--- src/rtl/mwq_pkg.sv ---
package mwq_pkg;
    // Window selection on req_addr[3:2]
    localparam logic [1:0] WIN_QUEUE = 2'd0;
    localparam logic [1:0] WIN_PEEK  = 2'd3;

    // Single registers
    localparam logic [3:0] REG_CFG    = 4'd4;
    localparam logic [3:0] REG_WMARK  = 4'd5;
    localparam logic [3:0] REG_STATUS = 4'd6;
    localparam logic [3:0] REG_FLAGS  = 4'd7;
    localparam logic [3:0] REG_PTRS   = 4'd8;
    localparam logic [3:0] REG_PIDX   = 4'd9;

    // Width of one field lane inside a register word
    localparam int LANE = 8;

    // Entry-size code: words per entry = 1 << code
    typedef enum logic [1:0] {
        ESZ_1   = 2'd0,
        ESZ_2   = 2'd1,
        ESZ_4   = 2'd2,
        ESZ_BAD = 2'd3
    } esz_e;

    // Status and flag bit positions
    localparam int ST_EMPTY = 0;
    localparam int ST_NE    = 1;
    localparam int ST_NF    = 2;
    localparam int ST_FULL  = 3;
    localparam int FLAG_UF  = 0;
    localparam int FLAG_OF  = 1;
endpackage

--- src/rtl/mwq_ram.sv ---
module mwq_ram #(
    parameter int AW = 6,
    parameter int DW = 32
) (
    input  logic          clk,
    input  logic          we,
    input  logic [AW-1:0] waddr,
    input  logic [DW-1:0] wdata,
    input  logic [AW-1:0] raddr,
    output logic [DW-1:0] rword
);
    localparam int DEPTH = 1 << AW;

    logic [DW-1:0] mem [DEPTH];

    always_ff @(posedge clk) begin
        if (we) begin
            mem[waddr] <= wdata;
        end
    end

    assign rword = mem[raddr];
endmodule

--- src/rtl/mwq_status.sv ---
module mwq_status #(
    parameter int FW = 7
) (
    input  logic [FW-1:0] cnt,
    input  logic [FW-1:0] cap,
    input  logic [FW-1:0] ne_wm,
    input  logic [FW-1:0] nf_wm,
    output logic [3:0]    status
);
    import mwq_pkg::*;

    logic [FW-1:0] free_slots;

    always_comb begin
        free_slots       = (cnt >= cap) ? '0 : cap - cnt;
        status           = '0;
        status[ST_EMPTY] = (cnt == '0);
        status[ST_NE]    = (cnt <= ne_wm);
        status[ST_NF]    = (free_slots <= nf_wm);
        status[ST_FULL]  = (cnt >= cap);
    end
endmodule

--- src/rtl/mwq_queue.sv ---
module mwq_queue
    import mwq_pkg::*;
#(
    parameter int AW       = 6,
    parameter int DW       = 32,
    parameter int RST_SIZE = 16
) (
    input  logic          clk,
    input  logic          rst_n,
    input  logic          req_valid,
    input  logic          req_write,
    input  logic [3:0]    req_addr,
    input  logic [DW-1:0] req_wdata,
    output logic [DW-1:0] rdata,
    output logic [3:0]    status,
    output logic          underflow,
    output logic          overflow
);
    localparam int FW = AW + 1;   // pointer / count / size width
    localparam int OW = FW + 3;   // peek offset width before wrap

    typedef struct packed {
        logic [AW-1:0] base;
        logic [FW-1:0] size;
        logic [1:0]    ecode;
        logic [FW-1:0] ne_wm;
        logic [FW-1:0] nf_wm;
        logic [FW-1:0] rptr;
        logic [FW-1:0] wptr;
        logic [FW-1:0] cnt;
        logic [1:0]    rseq;
        logic [1:0]    wseq;
        logic          rdrop;
        logic          wdrop;
        logic          uf;
        logic          of;
        logic [FW-1:0] pidx;
    } st_t;

    localparam st_t RST_ST = '{size: FW'(RST_SIZE), default: '0};

    st_t q, d;

    logic [FW-1:0] ewords, cap;
    logic [AW-1:0] raddr, waddr;
    logic [DW-1:0] rword, wword;
    logic          we_ram;
    logic          pop_drop, push_drop;
    logic [OW-1:0] poff_raw, poff;
    logic [1:0]    win, k;

    function automatic logic [FW-1:0] wrap_add(input logic [FW-1:0] ptr,
                                               input logic [FW-1:0] step,
                                               input logic [FW-1:0] lim);
        logic [FW:0] nxt;
        nxt = {1'b0, ptr} + {1'b0, step};
        if (nxt >= {1'b0, lim}) begin
            nxt = nxt - {1'b0, lim};
        end
        return nxt[FW-1:0];
    endfunction

    assign ewords = FW'(1) << q.ecode;
    assign cap    = q.size >> q.ecode;
    assign win    = req_addr[3:2];
    assign k      = req_addr[1:0];

    mwq_ram #(.AW(AW), .DW(DW)) u_ram (
        .clk   (clk),
        .we    (we_ram),
        .waddr (waddr),
        .wdata (wword),
        .raddr (raddr),
        .rword (rword)
    );

    mwq_status #(.FW(FW)) u_status (
        .cnt    (q.cnt),
        .cap    (cap),
        .ne_wm  (q.ne_wm),
        .nf_wm  (q.nf_wm),
        .status (status)
    );

    always_comb begin
        poff_raw = OW'(q.rptr) + (OW'(q.pidx) << q.ecode) + OW'(k);
        poff     = (poff_raw >= OW'(q.size)) ? poff_raw - OW'(q.size) : poff_raw;
    end

    always_comb begin
        d         = q;
        we_ram    = 1'b0;
        waddr     = q.base + AW'(q.wptr) + AW'(q.wseq);
        wword     = req_wdata;
        raddr     = q.base + AW'(q.rptr) + AW'(q.rseq);
        rdata     = '0;
        pop_drop  = (q.rseq == 2'd0) ? status[ST_EMPTY] : q.rdrop;
        push_drop = (q.wseq == 2'd0) ? status[ST_FULL]  : q.wdrop;

        if (req_valid) begin
            if (win == WIN_QUEUE) begin
                if (!req_write && k == q.rseq) begin
                    if (!pop_drop) rdata = rword;
                    if (q.rseq == 2'd0) begin
                        d.rdrop = status[ST_EMPTY];
                        if (status[ST_EMPTY]) d.uf = 1'b1;
                    end
                    if (FW'(q.rseq) == ewords - FW'(1)) begin
                        d.rseq = 2'd0;
                        if (!pop_drop) begin
                            d.rptr = wrap_add(q.rptr, ewords, q.size);
                            d.cnt  = q.cnt - FW'(1);
                        end
                    end else begin
                        d.rseq = q.rseq + 2'd1;
                    end
                end else if (req_write && k == q.wseq) begin
                    we_ram = !push_drop;
                    if (q.wseq == 2'd0) begin
                        d.wdrop = status[ST_FULL];
                        if (status[ST_FULL]) d.of = 1'b1;
                    end
                    if (FW'(q.wseq) == ewords - FW'(1)) begin
                        d.wseq = 2'd0;
                        if (!push_drop) begin
                            d.wptr = wrap_add(q.wptr, ewords, q.size);
                            d.cnt  = q.cnt + FW'(1);
                        end
                    end else begin
                        d.wseq = q.wseq + 2'd1;
                    end
                end
            end else if (win == WIN_PEEK) begin
                raddr = q.base + AW'(poff);
                waddr = q.base + AW'(poff);
                if (FW'(k) < ewords) begin
                    if (req_write) we_ram = 1'b1;
                    else           rdata  = rword;
                end
            end else begin
                case (req_addr)
                    REG_CFG: begin
                        if (req_write) begin
                            if (req_wdata[2*LANE +: 2] != ESZ_BAD) begin
                                d.base  = req_wdata[0 +: AW];
                                d.size  = req_wdata[LANE +: FW];
                                d.ecode = req_wdata[2*LANE +: 2];
                                d.rptr  = '0;
                                d.wptr  = '0;
                                d.cnt   = '0;
                                d.rseq  = '0;
                                d.wseq  = '0;
                                d.rdrop = 1'b0;
                                d.wdrop = 1'b0;
                            end
                        end else begin
                            rdata = DW'(q.base) | (DW'(q.size) << LANE)
                                  | (DW'(q.ecode) << (2*LANE));
                        end
                    end
                    REG_WMARK: begin
                        if (req_write) begin
                            d.ne_wm = req_wdata[0 +: FW];
                            d.nf_wm = req_wdata[LANE +: FW];
                        end else begin
                            rdata = DW'(q.ne_wm) | (DW'(q.nf_wm) << LANE);
                        end
                    end
                    REG_STATUS: begin
                        if (!req_write) rdata = DW'(status);
                    end
                    REG_FLAGS: begin
                        if (req_write) begin
                            d.uf = q.uf & req_wdata[FLAG_UF];
                            d.of = q.of & req_wdata[FLAG_OF];
                        end else begin
                            rdata = DW'({q.of, q.uf});
                        end
                    end
                    REG_PTRS: begin
                        if (!req_write) begin
                            rdata = DW'(q.rptr) | (DW'(q.wptr) << LANE)
                                  | (DW'(q.cnt) << (2*LANE));
                        end
                    end
                    REG_PIDX: begin
                        if (req_write) d.pidx = req_wdata[0 +: FW];
                        else           rdata  = DW'(q.pidx);
                    end
                    default: ;
                endcase
            end
        end
    end

    always_ff @(posedge clk) begin
        if (!rst_n) q <= RST_ST;
        else        q <= d;
    end

    assign underflow = q.uf;
    assign overflow  = q.of;
endmodule

--- config.mk ---
export PLATFORM = sky130hd
export DESIGN_NAME = mwq_queue
export DESIGN_NICKNAME = d
export VERILOG_FILES = /design/src/rtl/mwq_pkg.sv /design/src/rtl/mwq_ram.sv /design/src/rtl/mwq_status.sv /design/src/rtl/mwq_queue.sv
export SDC_FILE = /design/constraint.sdc
export NUM_CORES = 2
export LEC_CHECK = 0
export BUFFER_PORTS_ARGS = -buffer_cell sky130_fd_sc_hd__buf_2
export CELL_PAD_IN_SITES_DETAIL_PLACEMENT = 0
export CELL_PAD_IN_SITES_GLOBAL_PLACEMENT = 1
export CORE_MARGIN = 2
export CORE_UTILIZATION = 60
export DETAILED_ROUTE_END_ITERATION = 7
export GPL_TIMING_DRIVEN = 0
export PLACE_DENSITY_LB_ADDON = 0.1
export SLEW_MARGIN = 10
export SYNTH_ARGS = -nofsm -noshare
export SYNTH_HDL_FRONTEND = slang
export SYNTH_SLANG_ARGS = --single-unit
--- constraint.sdc ---
create_clock -name clk -period 32.4 [get_ports clk]
set_clock_uncertainty 0.2 [all_clocks]
set_input_delay 6.48 -clock clk [delete_from_list [all_inputs] [get_ports clk]]
set_output_delay 6.48 -clock clk [all_outputs]
set_load 0.02 [all_outputs]
**Word-level counts from Yosys, hierarchy flattened**

Memory sizes are Yosys's and may differ from the RTL's.
Cells that the tools add are included.

- Reduce and logical (&&, ||, !) cells: 22
- Bitwise gates (word level): 9
- Mux-type cells: 69
- Magnitude comparators: 7
- Multiply operators: 0
- Div/mod/pow operators: 0
- Eq/ne operators: 29
- Shift-type cells: 3
- Add/sub/neg operators: 18

Operators with widths:

| operator | number |
|---|---|
| two-way mux 32 bit | 7 |
| case mux 23 bit (6 select lines) | 1 |
| two-way mux 7 bit | 13 |
| two-way mux 27 bit | 3 |
| two-way mux 14 bit | 3 |
| two-way mux 6 bit | 7 |
| two-way mux 36 bit | 1 |
| OR 7 x 15 -> 15 bit | 2 |
| two-way mux 29 bit | 1 |
| two-way mux 23 bit | 1 |
| OR 15 x 23 -> 23 bit | 1 |
| two-way mux 1 bit | 21 |
| subtractor 7 bit | 3 |
| adder 6 bit | 3 |
| two-way mux 18 bit | 1 |
| != test 2 bit, second input constant | 9 |
| OR 15 x 18 -> 18 bit | 1 |
| adder 7 x 7 -> 8 bit | 2 |
| equality test 4 x 3 -> 1 bit, second input constant | 4 |
| greater-or-equal comparator 8 x 7 -> 1 bit | 2 |
| two-way mux 2 bit | 8 |
| AND reduction 8 bit | 2 |
| two-way mux 15 bit | 1 |
| OR 6 x 15 -> 15 bit | 1 |
| 35 further kinds | 59 |

- Memories: 1
- Bits in writable memories: 2048
- Bits in read-only memories: 0
- Input port bits: 40
- Latch bits: 0
- Output and inout port bits: 38
- Logic and storage cells: 173
- Flip-flop bits (word level): 65

Memory list:

| name | words | bits a word | read ports | clocked after memory_dff | wr ports | line | RTL |
|---|---|---|---|---|---|---|---|
| u_ram.mem | 64 | 32 | 1 | 0 | 1 | mwq_ram.sv:14 | `logic [DW-1:0] mem [DEPTH];` |

**Depth between registers and ports, before layout**

An unclocked memory read counts as a cell.

- Word-level depth: 15
- Mapped depth: 35
- Gate-level depth less buffers: 29

**Hierarchy**

Synthesis repeated with hierarchy kept, for this count alone.

- Cell total of the unflattened synthesis: 4287
- Area, all modules: 85544.5 µm²

By module, submodules not included:

| module | cells an instance | times used | area each (µm²) |
|---|---|---|---|
| mwq_ram | 3291 | 1 | 77880.9 |
| mwq_queue | 888 | 1 | 6875.3 |
| mwq_status | 108 | 1 | 788.3 |

**Least setup slack after synthesis**

Ideal clock, no wire load.

- Kind: input port to output port
- Start point: input port req_addr[1]
- End point: output port rdata[23]
- Slack: 12.098 ns
- Stages: 28
- Arrival: 13.622 ns
- Data required time: 25.720 ns
- Cell sequence: clkbuf_1 > inv_1 > fa_1 > inv_1 > ha_1 > inv_1 > fa_1 > xnor2_1 > ha_1 > and3_1 > a311oi_1 > a21oi_1 > or4_1 > nor3_1 > mux2i_1 > ha_1 > inv_1 > fa_1 > nor2b_1 > nor3_1 > a21oi_1 > clkbuf_1 > clkbuf_1 > clkbuf_1 > mux2i_1 > a211oi_1 > a311oi_1 > a211oi_1

- Cells in the longest elaborated chain, start to end: 13
- Elaborated cells on any way between the ends: 19

RTL lines:

| element | line | RTL |
|---|---|---|
| start, declared | mwq_queue.sv:12 | `input logic [3:0] req_addr,` |
| adder 10 x 2 -> 10 bit | mwq_queue.sv:86 | `poff_raw = OW'(q.rptr) + (OW'(q.pidx) << q.ecode) + OW'(k);` |
| greater-or-equal comparator 10 x 7 -> 1 bit or subtractor 6 bit (tied branches) | mwq_queue.sv:87 | `poff = (poff_raw >= OW'(q.size)) ? poff_raw - OW'(q.size) : poff_raw;` |
| two-way mux 6 bit | mwq_queue.sv:87 |  |
| adder 6 bit | mwq_queue.sv:134 | `raddr = q.base + AW'(poff);` |
| two-way mux 6 bit | mwq_queue.sv:133 | `end else if (win == WIN_PEEK) begin` |
| two-way mux 6 bit | mwq_queue.sv:101 | `if (win == WIN_QUEUE) begin` |
| two-way mux 6 bit | mwq_queue.sv:100 | `if (req_valid) begin` |
| memory read (64 x 32 bit) | -- |  |
| two-way mux 32 bit | mwq_queue.sv:137 | `if (req_write) we_ram = 1'b1;` |
| two-way mux 32 bit | mwq_queue.sv:136 | `if (FW'(k) < ewords) begin` |
| two-way mux 32 bit | mwq_queue.sv:133 |  |
| two-way mux 32 bit (*) | mwq_queue.sv:101 |  |
| two-way mux 32 bit (*) | mwq_queue.sv:100 |  |
| end, declared | mwq_queue.sv:14 | `output logic [DW-1:0] rdata,` |

Every way passes the cells marked *; elsewhere a longest branch is shown, timed or not.

**Worst setup path after layout**

- Start point: input port req_addr[1]
- End point: output port rdata[21]

Same word-level chain as after synthesis.

==> flow_summary.html <==
<table>
<tr><th>Metric</th><th>Value</th></tr>
<tr><th colspan="2">Routing</th></tr>
<tr><td>Routed via count</td><td>49,830</td></tr>
<tr><td>Average wire length per cell after detail routing</td><td>37.58 microns</td></tr>
<tr><td>Final routed DRC violation total</td><td>0</td></tr>
<tr><td>Vias per std cell</td><td>6.949</td></tr>
<tr><td>Detailed router's first-iteration violation count</td><td>8,020</td></tr>
<tr><td>Post-detailed-routing wire length</td><td>269,500 microns</td></tr>
<tr><td>Number of search-and-repair iterations in the first detailed-routing pass</td><td>6</td></tr>
<tr><td>Remaining number of nets flagged by the antenna check after routing</td><td>0</td></tr>
<tr><th colspan="2">Timing</th></tr>
<tr><td>FMAX</td><td>0.04050 GHz</td></tr>
<tr><td>WHS</td><td>0.3034 ns</td></tr>
<tr><td>Least-Margin Pin Slew</td><td>1.486 ns</td></tr>
<tr><td>Period minus WS final</td><td>24.69 ns</td></tr>
<tr><td>RSZ-0062 raised after global routing</td><td>no</td></tr>
<tr><td>Final count of hold timing violations</td><td>0</td></tr>
<tr><td>Count of endpoints failing setup in the final report</td><td>0</td></tr>
<tr><td>Final worst-path setup slack</td><td>7.707 ns</td></tr>
<tr><td>Max-slew headroom at the worst pin</td><td>0.003353</td></tr>
<tr><td>Number of pins with negative max-slew slack in the final report</td><td>0</td></tr>
<tr><td>Total negative slack for setup checks</td><td>0 ns</td></tr>
<tr><td>Period utilisation layout</td><td>0.7621</td></tr>
<tr><th colspan="2">Setup path</th></tr>
<tr><td>Worst setup path category</td><td>in2out</td></tr>
<tr><td>Setup slack of the worst register-to-register path</td><td>21.04 ns</td></tr>
<tr><td>Nature of the critical path endpoint</td><td>primary output</td></tr>
<tr><td>Crit path max-delay family</td><td>buffers and inverters</td></tr>
<tr><td>Kind of start point of the critical path</td><td>input port</td></tr>
<tr><td>CP Data Arrival Time</td><td>18.01 ns</td></tr>
<tr><td>Slowest cell on the critical path</td><td>sky130_fd_sc_hd__clkbuf_1</td></tr>
<tr><td>Largest fanout of any net on the critical path</td><td>11</td></tr>
<tr><td>Required time of the critical path</td><td>25.72 ns</td></tr>
<tr><td>Slowest Stage Delay on Critical Path</td><td>1.10 ns</td></tr>
<tr><td>CP Buf/Inv Count</td><td>11</td></tr>
<tr><th colspan="2">Run status</th></tr>
<tr><td>Violated checks</td><td>capacitance limit</td></tr>
<tr><td>Outcome</td><td>complete, but fails checks</td></tr>
<tr><th colspan="2">Place</th></tr>
<tr><td>Placer's final routability congestion estimate</td><td>0.9869</td></tr>
<tr><td>Dpl hpwl</td><td>190,900 microns</td></tr>
<tr><td>Number of buffer cells added on primary ports</td><td>76</td></tr>
<tr><td>Post-placement worst setup slack</td><td>8.196 ns</td></tr>
<tr><th colspan="2">Power and ir drop</th></tr>
<tr><td>Fraction of power spent switching nets</td><td>0.2109</td></tr>
<tr><td>Total net switching power</td><td>1.157 mW</td></tr>
<tr><td>Combinational power share</td><td>0.036</td></tr>
<tr><td>Worst VDD drop</td><td>0.05392 mV</td></tr>
<tr><td>Share of power burned in registers</td><td>0.546</td></tr>
<tr><td>Design Power</td><td>5.485 mW</td></tr>
<tr><td>Internal power</td><td>4.328 mW</td></tr>
<tr><td>Clock power share</td><td>0.417</td></tr>
<tr><td>P_leak</td><td>32.66 nW</td></tr>
<tr><td>Power density over cell area</td><td>55.54 mW/mm^2</td></tr>
<tr><th colspan="2">GRT</th></tr>
<tr><td>Via count of the first global-routing pass</td><td>47,800</td></tr>
<tr><td>Aggregate global routing overflow</td><td>0</td></tr>
<tr><td>Largest net degree at the start of global routing</td><td>69</td></tr>
<tr><td>Initial antenna violation count</td><td>10</td></tr>
<tr><td>Wire length of the first global-routing pass</td><td>371,400 microns</td></tr>
<tr><td>Gr usage total</td><td>0.3706</td></tr>
<tr><th colspan="2">Flow run</th></tr>
<tr><td>Maximum Capacitance Violations</td><td>1</td></tr>
<tr><th colspan="2">Synthesis</th></tr>
<tr><td>Mean Syn Cell Area</td><td>19.13 sq um</td></tr>
<tr><td>Largest cells by area after synthesis</td><td>sky130_fd_sc_hd__edfxtp_1, sky130_fd_sc_hd__mux4_2, sky130_fd_sc_hd__mux2i_1, sky130_fd_sc_hd__dfxtp_1, sky130_fd_sc_hd__a211oi_1</td></tr>
<tr><td>Post-synthesis cell type count</td><td>69</td></tr>
<tr><td>Mux share of post-synthesis cell area</td><td>0.1522</td></tr>
<tr><td>Post-Synth XOR/XNOR Area</td><td>0.005273</td></tr>
<tr><td>Largest family of logic cells by synthesized area</td><td>multiplexers</td></tr>
<tr><td>Compound-Gate Fraction of Synth Area</td><td>0.04566</td></tr>
<tr><td>Prevailing post-synth register cell</td><td>sky130_fd_sc_hd__edfxtp_1</td></tr>
<tr><td>Async SR Flop Fraction</td><td>0</td></tr>
<tr><td>Post-Synth Adder-Cell Area</td><td>0.01756</td></tr>
<tr><td>Synth Register Bits</td><td>2,113</td></tr>
<tr><td>Simple-Gate Fraction of Synth Area</td><td>0.03623</td></tr>
<tr><td>Yosys top cell by area</td><td>sky130_fd_sc_hd__edfxtp_1</td></tr>
<tr><td>Synthesized netlist net count</td><td>4,667</td></tr>
<tr><td>Combined area of all synthesized cells</td><td>0.08638 sq mm</td></tr>
<tr><td>Gate Count Post-Synth</td><td>4,516</td></tr>
<tr><td>Count of yosys warnings during synthesis</td><td>0</td></tr>
<tr><td>Fraction of synthesized cell area taken by the top area cell type</td><td>0.7120</td></tr>
<tr><td>Number of synthesized flops with an enable pin</td><td>2,048</td></tr>
<tr><td>Share of synthesized area occupied by flip-flops and latches</td><td>0.7270</td></tr>
<tr><th colspan="2">Clock network</th></tr>
<tr><td>Clock Pin Slew Worst Setup and Hold Paths</td><td>0.07 ns</td></tr>
<tr><td>Clock tree from TritonCTS</td><td>yes</td></tr>
<tr><td>Total CTS buffers</td><td>203</td></tr>
<tr><td>Number of gates resized after CTS</td><td>0</td></tr>
<tr><td>Setup fix buffers added after clock tree synthesis</td><td>0</td></tr>
<tr><td>Sinks on the clock net</td><td>2,113</td></tr>
<tr><td>Root Buffer Master</td><td>sky130_fd_sc_hd__clkbuf_16</td></tr>
<tr><td>Clock latency at the later pin of the worst-skew pair</td><td>0.85 ns</td></tr>
<tr><td>Number of hold buffers added after cts</td><td>0</td></tr>
<tr><td>CTS H-Tree Depth</td><td>4</td></tr>
<tr><td>Clock Tree Buf Depth</td><td>3</td></tr>
<tr><th colspan="2">Floorplan</th></tr>
<tr><td>Die Span X</td><td>383.4 microns</td></tr>
<tr><td>Total I/O pin count</td><td>78</td></tr>
<tr><td>Starting density of the core</td><td>0.6028</td></tr>
<tr><td>Area enclosed by the die boundary</td><td>0.1470 sq mm</td></tr>
<tr><td>Std-Cell Core Area</td><td>0.1433 sq mm</td></tr>
<tr><td>Std-Cell Rows</td><td>139</td></tr>
<tr><td>Die Y-Extent</td><td>383.4 microns</td></tr>
<tr><th colspan="2">Cells and area</th></tr>
<tr><td>Synthesis-to-finish area growth</td><td>14.33%</td></tr>
<tr><td>Fraction of final layout cells with drive strength greater than 1</td><td>0.2495</td></tr>
<tr><td>Number of nets at the end of the flow</td><td>5,253</td></tr>
<tr><th colspan="2">Worst hold path</th></tr>
<tr><td>Min-Delay Path Class</td><td>reg2reg</td></tr>
</table>
cells in the final DEF, fill, tap and decap left out, types with 94 or more instances in the layout:
cell type                   count
sky130_fd_sc_hd__a211oi_1     157
sky130_fd_sc_hd__buf_4        197
sky130_fd_sc_hd__edfxtp_1    2048
sky130_fd_sc_hd__clkbuf_16    205
sky130_fd_sc_hd__buf_6        129
sky130_fd_sc_hd__mux2i_1      151
sky130_fd_sc_hd__ha_1          94
sky130_fd_sc_hd__nand2_1      274
sky130_fd_sc_hd__clkbuf_1     197
sky130_fd_sc_hd__mux4_2       513
sky130_fd_sc_hd__buf_2        108
sky130_fd_sc_hd__a21oi_1      130
final timing paths:
check | startpoint | endpoint | cells past startpoint
setup / recovery | req_addr[1] | rdata[21] | 31
hold reg to reg | q[54] | q[54] | 2
setup reg to reg | q[50] | u_ram.mem[32][28] | 34
hold / removal | q[54] | q[54] | 2
stage by stage:
stage,std cells,util,area [sq um]
global route,7169,0.6891,98750
detailed placement,6800,0.6447,92390
global placement,6495,0.6220,89140
floorplan,4516,-,86380
CTS,7169,0.6887,98700
finish,7171,0.6891,98760
flip-flops by register name, indices dropped and copies added, names as in the netlist:
signal,flops
u_ram.mem,2048
q,63
underflow,1
overflow,1
kinds of logic after synthesis:
group / Yosys count
xor+xnor: 52
simple gates: 651
flops: 2113
mux: 671
buf+inv: 343
fa+ha+maj: 111
compound gates: 575
worst register-to-register path: cells and delay by family, from the launching register on:
| family | cells | cell delay, ns |
|---|---|---|
| buffers and inverters | 11 | 3.61 |
| adder cells (fa/ha/maj) | 6 | 1.99 |
| multiplexers | 1 | 0.35 |
| AND/OR/NAND/NOR | 11 | 3.75 |
| AO/OA/AOI/OAI | 4 | 0.59 |
| XOR/XNOR | 1 | 0.27 |
| flip-flops | 1 | 0.30 |
cell usage after synthesis (9+ instances only):
| library cell | count |
|---|---|
| sky130_fd_sc_hd__fa_1 | 17 |
| sky130_fd_sc_hd__o211ai_1 | 11 |
| sky130_fd_sc_hd__and3_1 | 44 |
| sky130_fd_sc_hd__nand2b_1 | 13 |
| sky130_fd_sc_hd__xnor2_1 | 36 |
| sky130_fd_sc_hd__nand2_1 | 274 |
| sky130_fd_sc_hd__a21o_1 | 28 |
| sky130_fd_sc_hd__and2_1 | 33 |
| sky130_fd_sc_hd__mux4_2 | 513 |
| sky130_fd_sc_hd__xor2_1 | 16 |
| sky130_fd_sc_hd__a31oi_1 | 28 |
| sky130_fd_sc_hd__nand3_1 | 22 |
| sky130_fd_sc_hd__a21boi_0 | 42 |
| sky130_fd_sc_hd__dfxtp_1 | 65 |
| sky130_fd_sc_hd__buf_1 | 49 |
| sky130_fd_sc_hd__o21ai_0 | 53 |
| sky130_fd_sc_hd__a311oi_1 | 32 |
| sky130_fd_sc_hd__nor2b_1 | 87 |
| sky130_fd_sc_hd__a21oi_1 | 131 |
| sky130_fd_sc_hd__inv_1 | 74 |
| sky130_fd_sc_hd__o21a_1 | 9 |
| sky130_fd_sc_hd__edfxtp_1 | 2048 |
| sky130_fd_sc_hd__a22oi_1 | 20 |
| sky130_fd_sc_hd__a211oi_1 | 160 |
| sky130_fd_sc_hd__buf_2 | 55 |
| sky130_fd_sc_hd__mux2i_1 | 151 |
| sky130_fd_sc_hd__nand4_1 | 9 |
| sky130_fd_sc_hd__nor2_1 | 67 |
| sky130_fd_sc_hd__nor3_1 | 75 |
| sky130_fd_sc_hd__ha_1 | 94 |
| sky130_fd_sc_hd__clkbuf_1 | 159 |
routing by layer:
layer / global-route usage / wire length (microns) / up-vias
met5: 0.01007 / 257 / -
met4: 0.1872 / 16170 / 10
met3: 0.1068 / 34770 / 688
met2: 0.5508 / 121500 / 3685
met1: 0.5071 / 96850 / 25760
li1: - / - / 19690
power by group through the flow:
stage	Combinational, mW	Sequential (mW)	Clock, mW
after global routing	0.208	3.00	2.40
after detailed placement	0.196	3.06	0
after CTS	0.196	3.00	2.30
final	0.200	3.00	2.29
after global placement	0.190	3.06	0
after floorplan	0.0943	3.05	0
layout make-up:
class	instances	area, sq um
Clock inverter	116	1003
Multi-Input combinational cell	2060	22540
Tap cell	1903	2381
Buffer	269	1131
Timing Repair Buffer	381	3313
Fill cell	9146	44550
Sequential cell	2113	62800
Antenna cell	2	5.005
Clock buffer	253	5310
Inverter	74	277.8
(Power assumes the default switching activity.)
